==> src/rtl/ssc_pkg.sv <==
package ssc_pkg;
  localparam int REG_W = 8;
  localparam int B_MS  = 7;
  localparam int B_TR  = 6;
  localparam int B_TGL = 5;
  localparam int B_HS  = 4;
  localparam int B_STE = 3;
  localparam int B_ATR = 2;
  localparam int B_OUF = 1;
  localparam int B_TBS = 0;

  typedef struct packed {
    logic loadBuf;
    logic shiftOut;
    logic shiftIn;
  } sscStrobe_t;
endpackage

==> src/rtl/ssc_dpath.sv <==
module ssc_dpath import ssc_pkg::*; #(
  parameter int DATA_W = 8,
  parameter int SYNC_STAGES = 2
) (
  input  logic              clk,
  input  logic              rstN,
  input  sscStrobe_t        strobe,
  input  logic [DATA_W-1:0] bufWrData,
  input  logic              clkPinIn,
  input  logic              datPinIn,
  output logic              clkSync,
  output logic [DATA_W-1:0] bufQ,
  output logic              datOut
);
  logic [SYNC_STAGES-1:0] clkPipe;
  logic [SYNC_STAGES-1:0] datPipe;
  logic datSync;

  // pin synchronizers; clock line idles high
  always_ff @(posedge clk or negedge rstN) begin
    if (!rstN) begin
      clkPipe <= '1;
      datPipe <= '0;
    end else begin
      clkPipe[0] <= clkPinIn;
      datPipe[0] <= datPinIn;
      for (int i = 1; i < SYNC_STAGES; i++) begin
        clkPipe[i] <= clkPipe[i-1];
        datPipe[i] <= datPipe[i-1];
      end
    end
  end

  assign clkSync = clkPipe[SYNC_STAGES-1];
  assign datSync = datPipe[SYNC_STAGES-1];

  // the buffer doubles as the shift register
  always_ff @(posedge clk or negedge rstN) begin
    if (!rstN) begin
      bufQ <= '0;
    end else if (strobe.loadBuf) begin
      bufQ <= bufWrData;
    end else if (strobe.shiftOut) begin
      bufQ <= {bufQ[DATA_W-2:0], 1'b0};
    end else if (strobe.shiftIn) begin
      bufQ <= {bufQ[DATA_W-2:0], datSync};
    end
  end

  assign datOut = bufQ[DATA_W-1];
endmodule

==> src/rtl/ssc_ctrl.sv <==
module ssc_ctrl import ssc_pkg::*; #(
  parameter int DATA_W = 8,
  localparam int CNT_W = $clog2(DATA_W) + 1
) (
  input  logic             clk,
  input  logic             rstN,
  input  logic             baudTick,
  input  logic             regWrEn,
  input  logic [REG_W-1:0] regWrData,
  input  logic             bufWrEn,
  input  logic             bufRdEn,
  input  logic             clkSync,
  output logic [REG_W-1:0] ctrlQ,
  output sscStrobe_t       strobe,
  output logic             xferBusy,
  output logic             clkOut,
  output logic             clkOe,
  output logic             datOe
);
  logic ms, tr, tgl, hs, ste, atr, ouf, tbs;
  logic mClk, clkPrev;
  logic [CNT_W-1:0] bitCnt;

  logic ready, slvFall, slvRise, slvHold, slvStart, slvMiss;
  logic mStart, mFall, mRise, edgeFall, edgeRise, lastRise, coreHit;

  assign ready    = ste & ~tbs;
  assign slvFall  = ~ms & clkPrev & ~clkSync;
  assign slvRise  = ~ms & ~clkPrev & clkSync;
  assign slvHold  = ~ms & hs & ~ready & ~xferBusy;
  assign slvStart = slvFall & ~xferBusy & ready;
  assign slvMiss  = slvFall & ~xferBusy & ~ready & ~slvHold;
  assign mStart   = ms & ~xferBusy & ready & (~hs | clkSync);
  assign mFall    = ms & xferBusy & baudTick & mClk;
  assign mRise    = ms & xferBusy & baudTick & ~mClk;
  assign edgeFall = mFall | (slvFall & xferBusy);
  assign edgeRise = mRise | (slvRise & xferBusy);
  assign lastRise = edgeRise && (bitCnt == CNT_W'(DATA_W - 1));
  assign coreHit  = xferBusy & (bufWrEn | bufRdEn);

  always_comb begin
    strobe          = '0;
    strobe.loadBuf  = bufWrEn & ~xferBusy;
    strobe.shiftOut = tr & edgeFall & (bitCnt != '0);
    strobe.shiftIn  = ~tr & edgeRise;
  end

  // transfer sequencing
  always_ff @(posedge clk or negedge rstN) begin
    if (!rstN) begin
      xferBusy <= 1'b0;
      bitCnt   <= '0;
      mClk     <= 1'b1;
      clkPrev  <= 1'b1;
    end else begin
      clkPrev <= clkSync;
      if (mStart || slvStart) begin
        xferBusy <= 1'b1;
        bitCnt   <= '0;
      end else if (lastRise) begin
        xferBusy <= 1'b0;
      end
      if (edgeRise) bitCnt <= bitCnt + 1'b1;
      if (mFall) mClk <= 1'b0;
      else if (mRise) mClk <= 1'b1;
      else if (!ms) mClk <= 1'b1;
    end
  end

  // control and status bits
  always_ff @(posedge clk or negedge rstN) begin
    if (!rstN) begin
      {ms, tr, tgl, hs, ste, atr, ouf, tbs} <= '0;
    end else if (regWrEn) begin
      ms  <= regWrData[B_MS];
      tr  <= regWrData[B_TR];
      tgl <= regWrData[B_TGL];
      hs  <= regWrData[B_HS];
      ste <= regWrData[B_STE];
      atr <= regWrData[B_ATR];
      ouf <= ouf & regWrData[B_OUF];
      tbs <= tbs & regWrData[B_TBS];
    end else begin
      if (coreHit || slvMiss) ouf <= 1'b1;
      if (lastRise) begin
        tbs <= 1'b1;
        if (!atr) ste <= 1'b0;
        if (tgl) begin
          tr  <= ~tr;
          tgl <= 1'b0;
        end
      end else if ((bufWrEn && tr && !xferBusy) || (bufRdEn && !tr && !xferBusy)) begin
        tbs <= 1'b0;
      end
    end
  end

  always_comb begin
    ctrlQ        = '0;
    ctrlQ[B_MS]  = ms;
    ctrlQ[B_TR]  = tr;
    ctrlQ[B_TGL] = tgl;
    ctrlQ[B_HS]  = hs;
    ctrlQ[B_STE] = ste;
    ctrlQ[B_ATR] = atr;
    ctrlQ[B_OUF] = ouf;
    ctrlQ[B_TBS] = tbs;
  end

  // master drives push-pull, or open-drain low phases when handshaking
  assign clkOut = ms & mClk;
  assign clkOe  = ms ? (~hs | ~mClk) : slvHold;
  assign datOe  = tr;
endmodule

==> src/rtl/ssc_channel.sv <==
module ssc_channel import ssc_pkg::*; #(
  parameter int DATA_W = 8,
  parameter int SYNC_STAGES = 2
) (
  input  logic              clk,
  input  logic              rstN,
  input  logic              baudTick,
  input  logic              regWrEn,
  input  logic [REG_W-1:0]  regWrData,
  output logic [REG_W-1:0]  regRdData,
  input  logic              bufWrEn,
  input  logic [DATA_W-1:0] bufWrData,
  input  logic              bufRdEn,
  output logic [DATA_W-1:0] bufRdData,
  input  logic              clkPinIn,
  output logic              clkPinOut,
  output logic              clkPinOe,
  input  logic              datPinIn,
  output logic              datPinOut,
  output logic              datPinOe
);
  sscStrobe_t strobe;
  logic clkSync;
  logic xferBusy;

  ssc_ctrl #(.DATA_W(DATA_W)) ctrl_i (
    .clk(clk), .rstN(rstN), .baudTick(baudTick),
    .regWrEn(regWrEn), .regWrData(regWrData),
    .bufWrEn(bufWrEn), .bufRdEn(bufRdEn), .clkSync(clkSync),
    .ctrlQ(regRdData), .strobe(strobe), .xferBusy(xferBusy),
    .clkOut(clkPinOut), .clkOe(clkPinOe), .datOe(datPinOe)
  );

  ssc_dpath #(.DATA_W(DATA_W), .SYNC_STAGES(SYNC_STAGES)) dpath_i (
    .clk(clk), .rstN(rstN), .strobe(strobe), .bufWrData(bufWrData),
    .clkPinIn(clkPinIn), .datPinIn(datPinIn), .clkSync(clkSync),
    .bufQ(bufRdData), .datOut(datPinOut)
  );
endmodule

==> config.mk <==
export PLATFORM = sky130hd
export DESIGN_NAME = ssc_channel
export DESIGN_NICKNAME = d
export VERILOG_FILES = /design/src/rtl/ssc_pkg.sv /design/src/rtl/ssc_dpath.sv /design/src/rtl/ssc_ctrl.sv /design/src/rtl/ssc_channel.sv
export SDC_FILE = /design/constraint.sdc
export NUM_CORES = 1
export LEC_CHECK = 0
export ABC_AREA = 1
export BUFFER_PORTS_ARGS = -buffer_cell sky130_fd_sc_hd__clkbuf_2
export CAP_MARGIN = 30
export CORE_MARGIN = 1.5
export CORE_UTILIZATION = 51
export DETAILED_ROUTE_END_ITERATION = 8
export PLACE_DENSITY = 0.79
export SYNTH_ARGS = -nofsm -noshare
export SYNTH_HDL_FRONTEND = slang
export SYNTH_HIERARCHICAL = 1
export SYNTH_SLANG_ARGS = --single-unit
==> constraint.sdc <==
create_clock -name clk -period 2 [get_ports clk]
set_clock_uncertainty 0.2 [all_clocks]
set_input_delay 0.4 -clock clk [delete_from_list [all_inputs] [get_ports clk]]
set_output_delay 0.4 -clock clk [all_outputs]
set_load 0.005 [all_outputs]
# Word-level counts from Yosys, hierarchy flattened
# Index checks and enable logic that the tools add are counted.
# word_totals
wordCells	106
mem_bits_ro	0
output_inout_bits	20
latchBits	0
ram_bits	0
inputBits	24
memories	0
regBits	27
# classes
add_sub_neg	1
bitwise	44
n_reduce_logical	20
order_cmp	0
multipliers	0
n_shift	0
n_eq_ne	3
div_mod_pow	0
muxes	23
# ops
op	count
$and A1 B1 Y1	29
$mux W8	3
$mux W1	18
$not A1 Y1	10
$reduce_bool A2 Y1	5
$mux W4	2
$reduce_bool A3 Y1	2
$logic_and A1 B1 Y1	5
$or A1 B1 Y1	5
$add A4 B1 Y4 const B	1
$eq A4 B3 Y1 const B	1
$reduce_and A2 Y1	2
$reduce_bool A4 Y1	1
$logic_or A1 B1 Y1	3
$ne A3 B3 Y1 const B	1
$logic_not A1 Y1	2
$ne A2 B2 Y1 const B	1

# Logic depth before layout (Yosys ltp)
# logic_depth
word_depth	10
mapped_depth	12
ltp_nobuf	11

# Hierarchy
# Netlist, hierarchy kept.
# modules_own_cells
mod	cells_each	instances	seq_area_each_um2	area_each_um2
ssc_ctrl	120	1	377.9	930.9
ssc_dpath	68	1	302.8	560.5

# Worst setup path after synthesis
# OpenSTA, ideal clock, no wires.
# synth_path
path_type	register to register
start	reg dpath_i.clkPipe[1]
end	reg dpath_i.bufQ[7]
setup_ns	0.117
required_time_ns	1.683
arrival_time_ns	1.382
synth_period_minus_slack_ns	1.699
path_buffers	0
setup_slack_ns	0.301
stages_incl_launch_ff	12
path_cell_list	dfstp_2 > nand2_2 > inv_2 > nand2_2 > nand2_4 > inv_1 > nor2_1 > bufinv_8 > nand2_4 > inv_4 > nand2_1 > nand2_1
# synth_rtl
element	line_no	rtl
start, declared	ssc_dpath.sv:15	logic [SYNC_STAGES-1:0] clkPipe;
start signal, assigned by index	ssc_dpath.sv:28	clkPipe[i] <= clkPipe[i-1];
end signal, assigned	ssc_dpath.sv:42	bufQ <= bufWrData;
end signal, assigned	ssc_dpath.sv:44	bufQ <= {bufQ[DATA_W-2:0], 1'b0};
end signal, assigned	ssc_dpath.sv:46	bufQ <= {bufQ[DATA_W-2:0], datSync};
end, declared	ssc_dpath.sv:12	output logic [DATA_W-1:0] bufQ,

# Worst setup path in the final report
# layout_path
start	reg ctrl_i.xferBusy
end	out clkPinOe
# layout_via
elab_chain_cells	3
# layout_rtl
element	line_no	rtl
start, declared	ssc_ctrl.sv:15	output logic xferBusy,
start signal, assigned	ssc_ctrl.sv:51	xferBusy <= 1'b0;
start signal, assigned	ssc_ctrl.sv:58	xferBusy <= 1'b1;
start signal, assigned	ssc_ctrl.sv:61	xferBusy <= 1'b0;
$not A1 Y1	ssc_ctrl.sv:30	assign slvHold = ~ms & hs & ~ready & ~xferBusy;
$and A1 B1 Y1	ssc_ctrl.sv:30	
$mux W1	ssc_ctrl.sv:112	assign clkOe = ms ? (~hs | ~mClk) : slvHold;
end, declared	ssc_channel.sv:17	output logic clkPinOe,
# No other way between the ends.

==> summary.txt <==
Outcome
  • Outcome: complete, no violations

Floorplanning
  • Die X: 57.08 um
  • Full die area: 3258 sq um
  • IO Count: 44
  • Die H: 57.08 um
  • Rows: 19
  • Core area: 2758 sq um
  • Initial Util: 54.08%

Worst setup path
  • Startpoint types: register
  • Max FO, Critical Path: 9
  • Critical path capture point type: output port
  • Worst setup path endpoint: clkPinOe
  • CP Data Required Time: 1.40 ns
  • Flop2flop setup slack: 0.19 ns
  • Crit Reg-Reg Endpoint: dpath_i/bufQ[7]
  • CP startpoint: ctrl_i/xferBusy
  • WP data arrival: 1.27 ns
  • Reg2Reg Depth: 10
  • WS Path Type: reg -> out
  • Reg-to-Reg Start: ctrl_i/ms

STA
  • Max-slew violation count: 0
  • RSZ-0062 raised after global routing: false
  • Worst slew pin tran: 0.6404 ns
  • Fin. Hold Viols: 0
  • Final setup violating endpoints: 0
  • Relative slew slack: 57.31%
  • Setup TNS: 0 ns
  • Period minus WS final: 1.865 ns
  • Upper clock frequency limit: 536.1 MHz
  • Tcrit/Tclk final: 93.26%

Synthesis
  • Post-Syn Instances: 188
  • Post-Syn Area: 1491 sq um
  • Synthesis-stage register bit count: 27
  • Register area share after synthesis: 45.64%
  • Yosys warnings: 6
  • Syn_nets: 214
  • Syn_area_per_cell: 7.933 sq um
  • Synth cell types: 25

Route
  • Via count: 1,239
  • DRT iter0 DRCs: 19
  • Post-DR wirelength/cell: 10.71 um
  • Residual DRC: 0
  • Vias per cell: 4.784
  • Routed WL: 2775 um
  • Antenna Nets Post-Route: 0
  • DRT Pass-1 Iters: 6

Global route
  • Vias in the first global route: 1,153
  • Tot GR Track Use: 19.15%
  • Initial antenna violation count: 0
  • Global-route wire length before repair: 4878 um
  • Grt ovf: 0
  • Largest net degree at the start of global routing: 28

Final layout
  • Nets: 255
  • Area of the multi-input gates: 613.1 sq um
  • Commonest non-fill, non-tap cell in the layout: nand2_1
  • FF/Latch Area: 683.2 sq um
  • FILL cells: 244
  • Layout cells sized above 1: 33.77%
  • Antenna Cells: 0
  • Commonest cells after routing, fill and taps aside: 64 x nand2_1, 42 x clkbuf_2, 21 x dfrtp_1
  • Area Overhead vs Synth: 16.44%

Placed design
  • Port Buffer Count: 43
  • DP HPWL: 2192 um
  • Gpl congestion: 0.8689

Power
  • Power Dens Cells: 953.9 nW/um^2
  • Peak VDD IR: 0.8225 mV
  • Power Total: 1.657 mW
  • Leak: 0.9665 nW

Clock network
  • TritonCTS Buffers: 3
  • Clock root cell: clkbuf_4
  • H-tree levels: 1
  • Worst-Skew Late Latency: 0.32 ns
  • Maximum root-to-sink buffer count: 2
  • Clock transition at the registers of the reported paths: 0.13 ns
  • Clock sink total: 27
  • Clock tree from TritonCTS: yes

Flow run
  • Max-Cap Viols: 0

Hold path
  • HP Class: in -> reg
state kept, by name (all words and copies together) (netlist names):
signal and flops:
dpath_i/datPipe 2, ctrl_i/ms 1, ctrl_i/tbs 1, ctrl_i/datOe 1
dpath_i/bufQ 8, ctrl_i/ste 1, ctrl_i/bitCnt 4, ctrl_i/hs 1
dpath_i/clkPipe 2, ctrl_i/clkPrev 1, ctrl_i/atr 1, ctrl_i/tgl 1
ctrl_i/mClk 1, ctrl_i/xferBusy 1, ctrl_i/ouf 1
how the worst min path moves through the flow:
| stage | startpoint | endpoint | slack, ns | cells after the start |
|---|---|---|---|---|
| global placement | dpath_i/datPipe[0] | dpath_i/datPipe[1] | 0.14 | 0 |
| detailed placement | dpath_i/clkPipe[0] | dpath_i/clkPipe[1] | 0.15 | 0 |
| finish | regWrData[3] | ctrl_i/ste | 0.08 | 3 |
| global route | regWrData[7] | ctrl_i/ms | 0.08 | 3 |
| CTS | regWrData[3] | ctrl_i/ste | 0.06 | 3 |
| floorplan | rstN | ctrl_i/atr | -0.1 | 0 |
where the power goes:
part,leakage [nW],total (mW),switching (mW),internal [mW]
combinational,0.627,0.599,0.328,0.271
clock,0.0177,0.224,0.149,0.0749
sequential,0.322,0.833,0.142,0.691
total,0.967,1.66,0.620,1.04
cell families (layout without fill, tap and decap cells):
kind of cell / count (synthesis) / after routing / share of synthesized area (%)
compound gates: 23 / 23 / 8.053
xor+xnor: 1 / 1 / 0.5874
fa+ha+maj: 2 / 2 / 1.678
buf+inv: 38 / 78 / 14.43
flops: 27 / 27 / 45.64
simple gates: 97 / 97 / 29.61
synthesized netlist by cell type:
library cell	n	area [sq um]
o21ai_1	9	45.04
nand2_2	3	18.77
nand3_1	9	45.04
inv_2	3	11.26
buf_4	9	67.56
nand4_1	1	6.260
nor2_1	10	37.54
o21ai_0	5	25.02
a31oi_1	1	6.260
dfstp_2	4	105.1
ha_1	2	25.02
inv_4	1	6.260
bufinv_8	1	17.52
nand3b_1	1	7.510
nand2_4	5	56.30
nor2_4	1	11.26
dfrtp_1	23	575.6
nor2_2	2	12.51
xnor2_1	1	8.760
buf_6	3	33.78
o21ai_2	1	8.760
or2_2	1	6.260
inv_1	21	78.83
a21oi_1	7	35.03
nand2_1	64	240.2
metrics by stage:
stage	std cells	cell area (sq um)	hold slack [ns]	setup slack, ns	util, %
floorplan	188	1491	-0.09559	0.3013	-
CTS	258	1709	0.05761	0.003427	61.98
finish	259	1737	0.07578	0.1348	62.98
global route	259	1737	0.07750	0.01495	62.98
global placement	251	1652	0.1391	0.1890	59.89
detailed placement	251	1652	0.1468	0.1330	59.89
repair_timing:
action | 4_1_cts | 5_1_grt
resized for setup | 0 | 8
setup endpoints to repair | 0 | 8
hold buffers | 3 | 0
hold endpoints to repair | 25 | 0
setup buffers | 0 | 1
metal layers:
layer / track usage, % / share of wire [%]
met3: 4.762 / 2.5
met2: 30.71 / 48
met1: 26.62 / 48
met5: 0 / 0
met4: 3.987 / 0.61
final cells by class:
type	count	share of cell area, %
clock buffers	3	1.297
clock inverters	1	0.2882
inverters	26	6.556
multi-input cells	123	35.30
flip-flops and latches	27	39.34
well taps	31	2.233
repair buffers	48	14.99
worst max-delay path, stage by stage (launching register included):
cell and delay (ns):
dfrtp_2 0.51, a21oi_4 0.15, a21oi_2 0.06, a21oi_1 0.10, buf_2 0.12
Power figures use the tool's default switching activity.
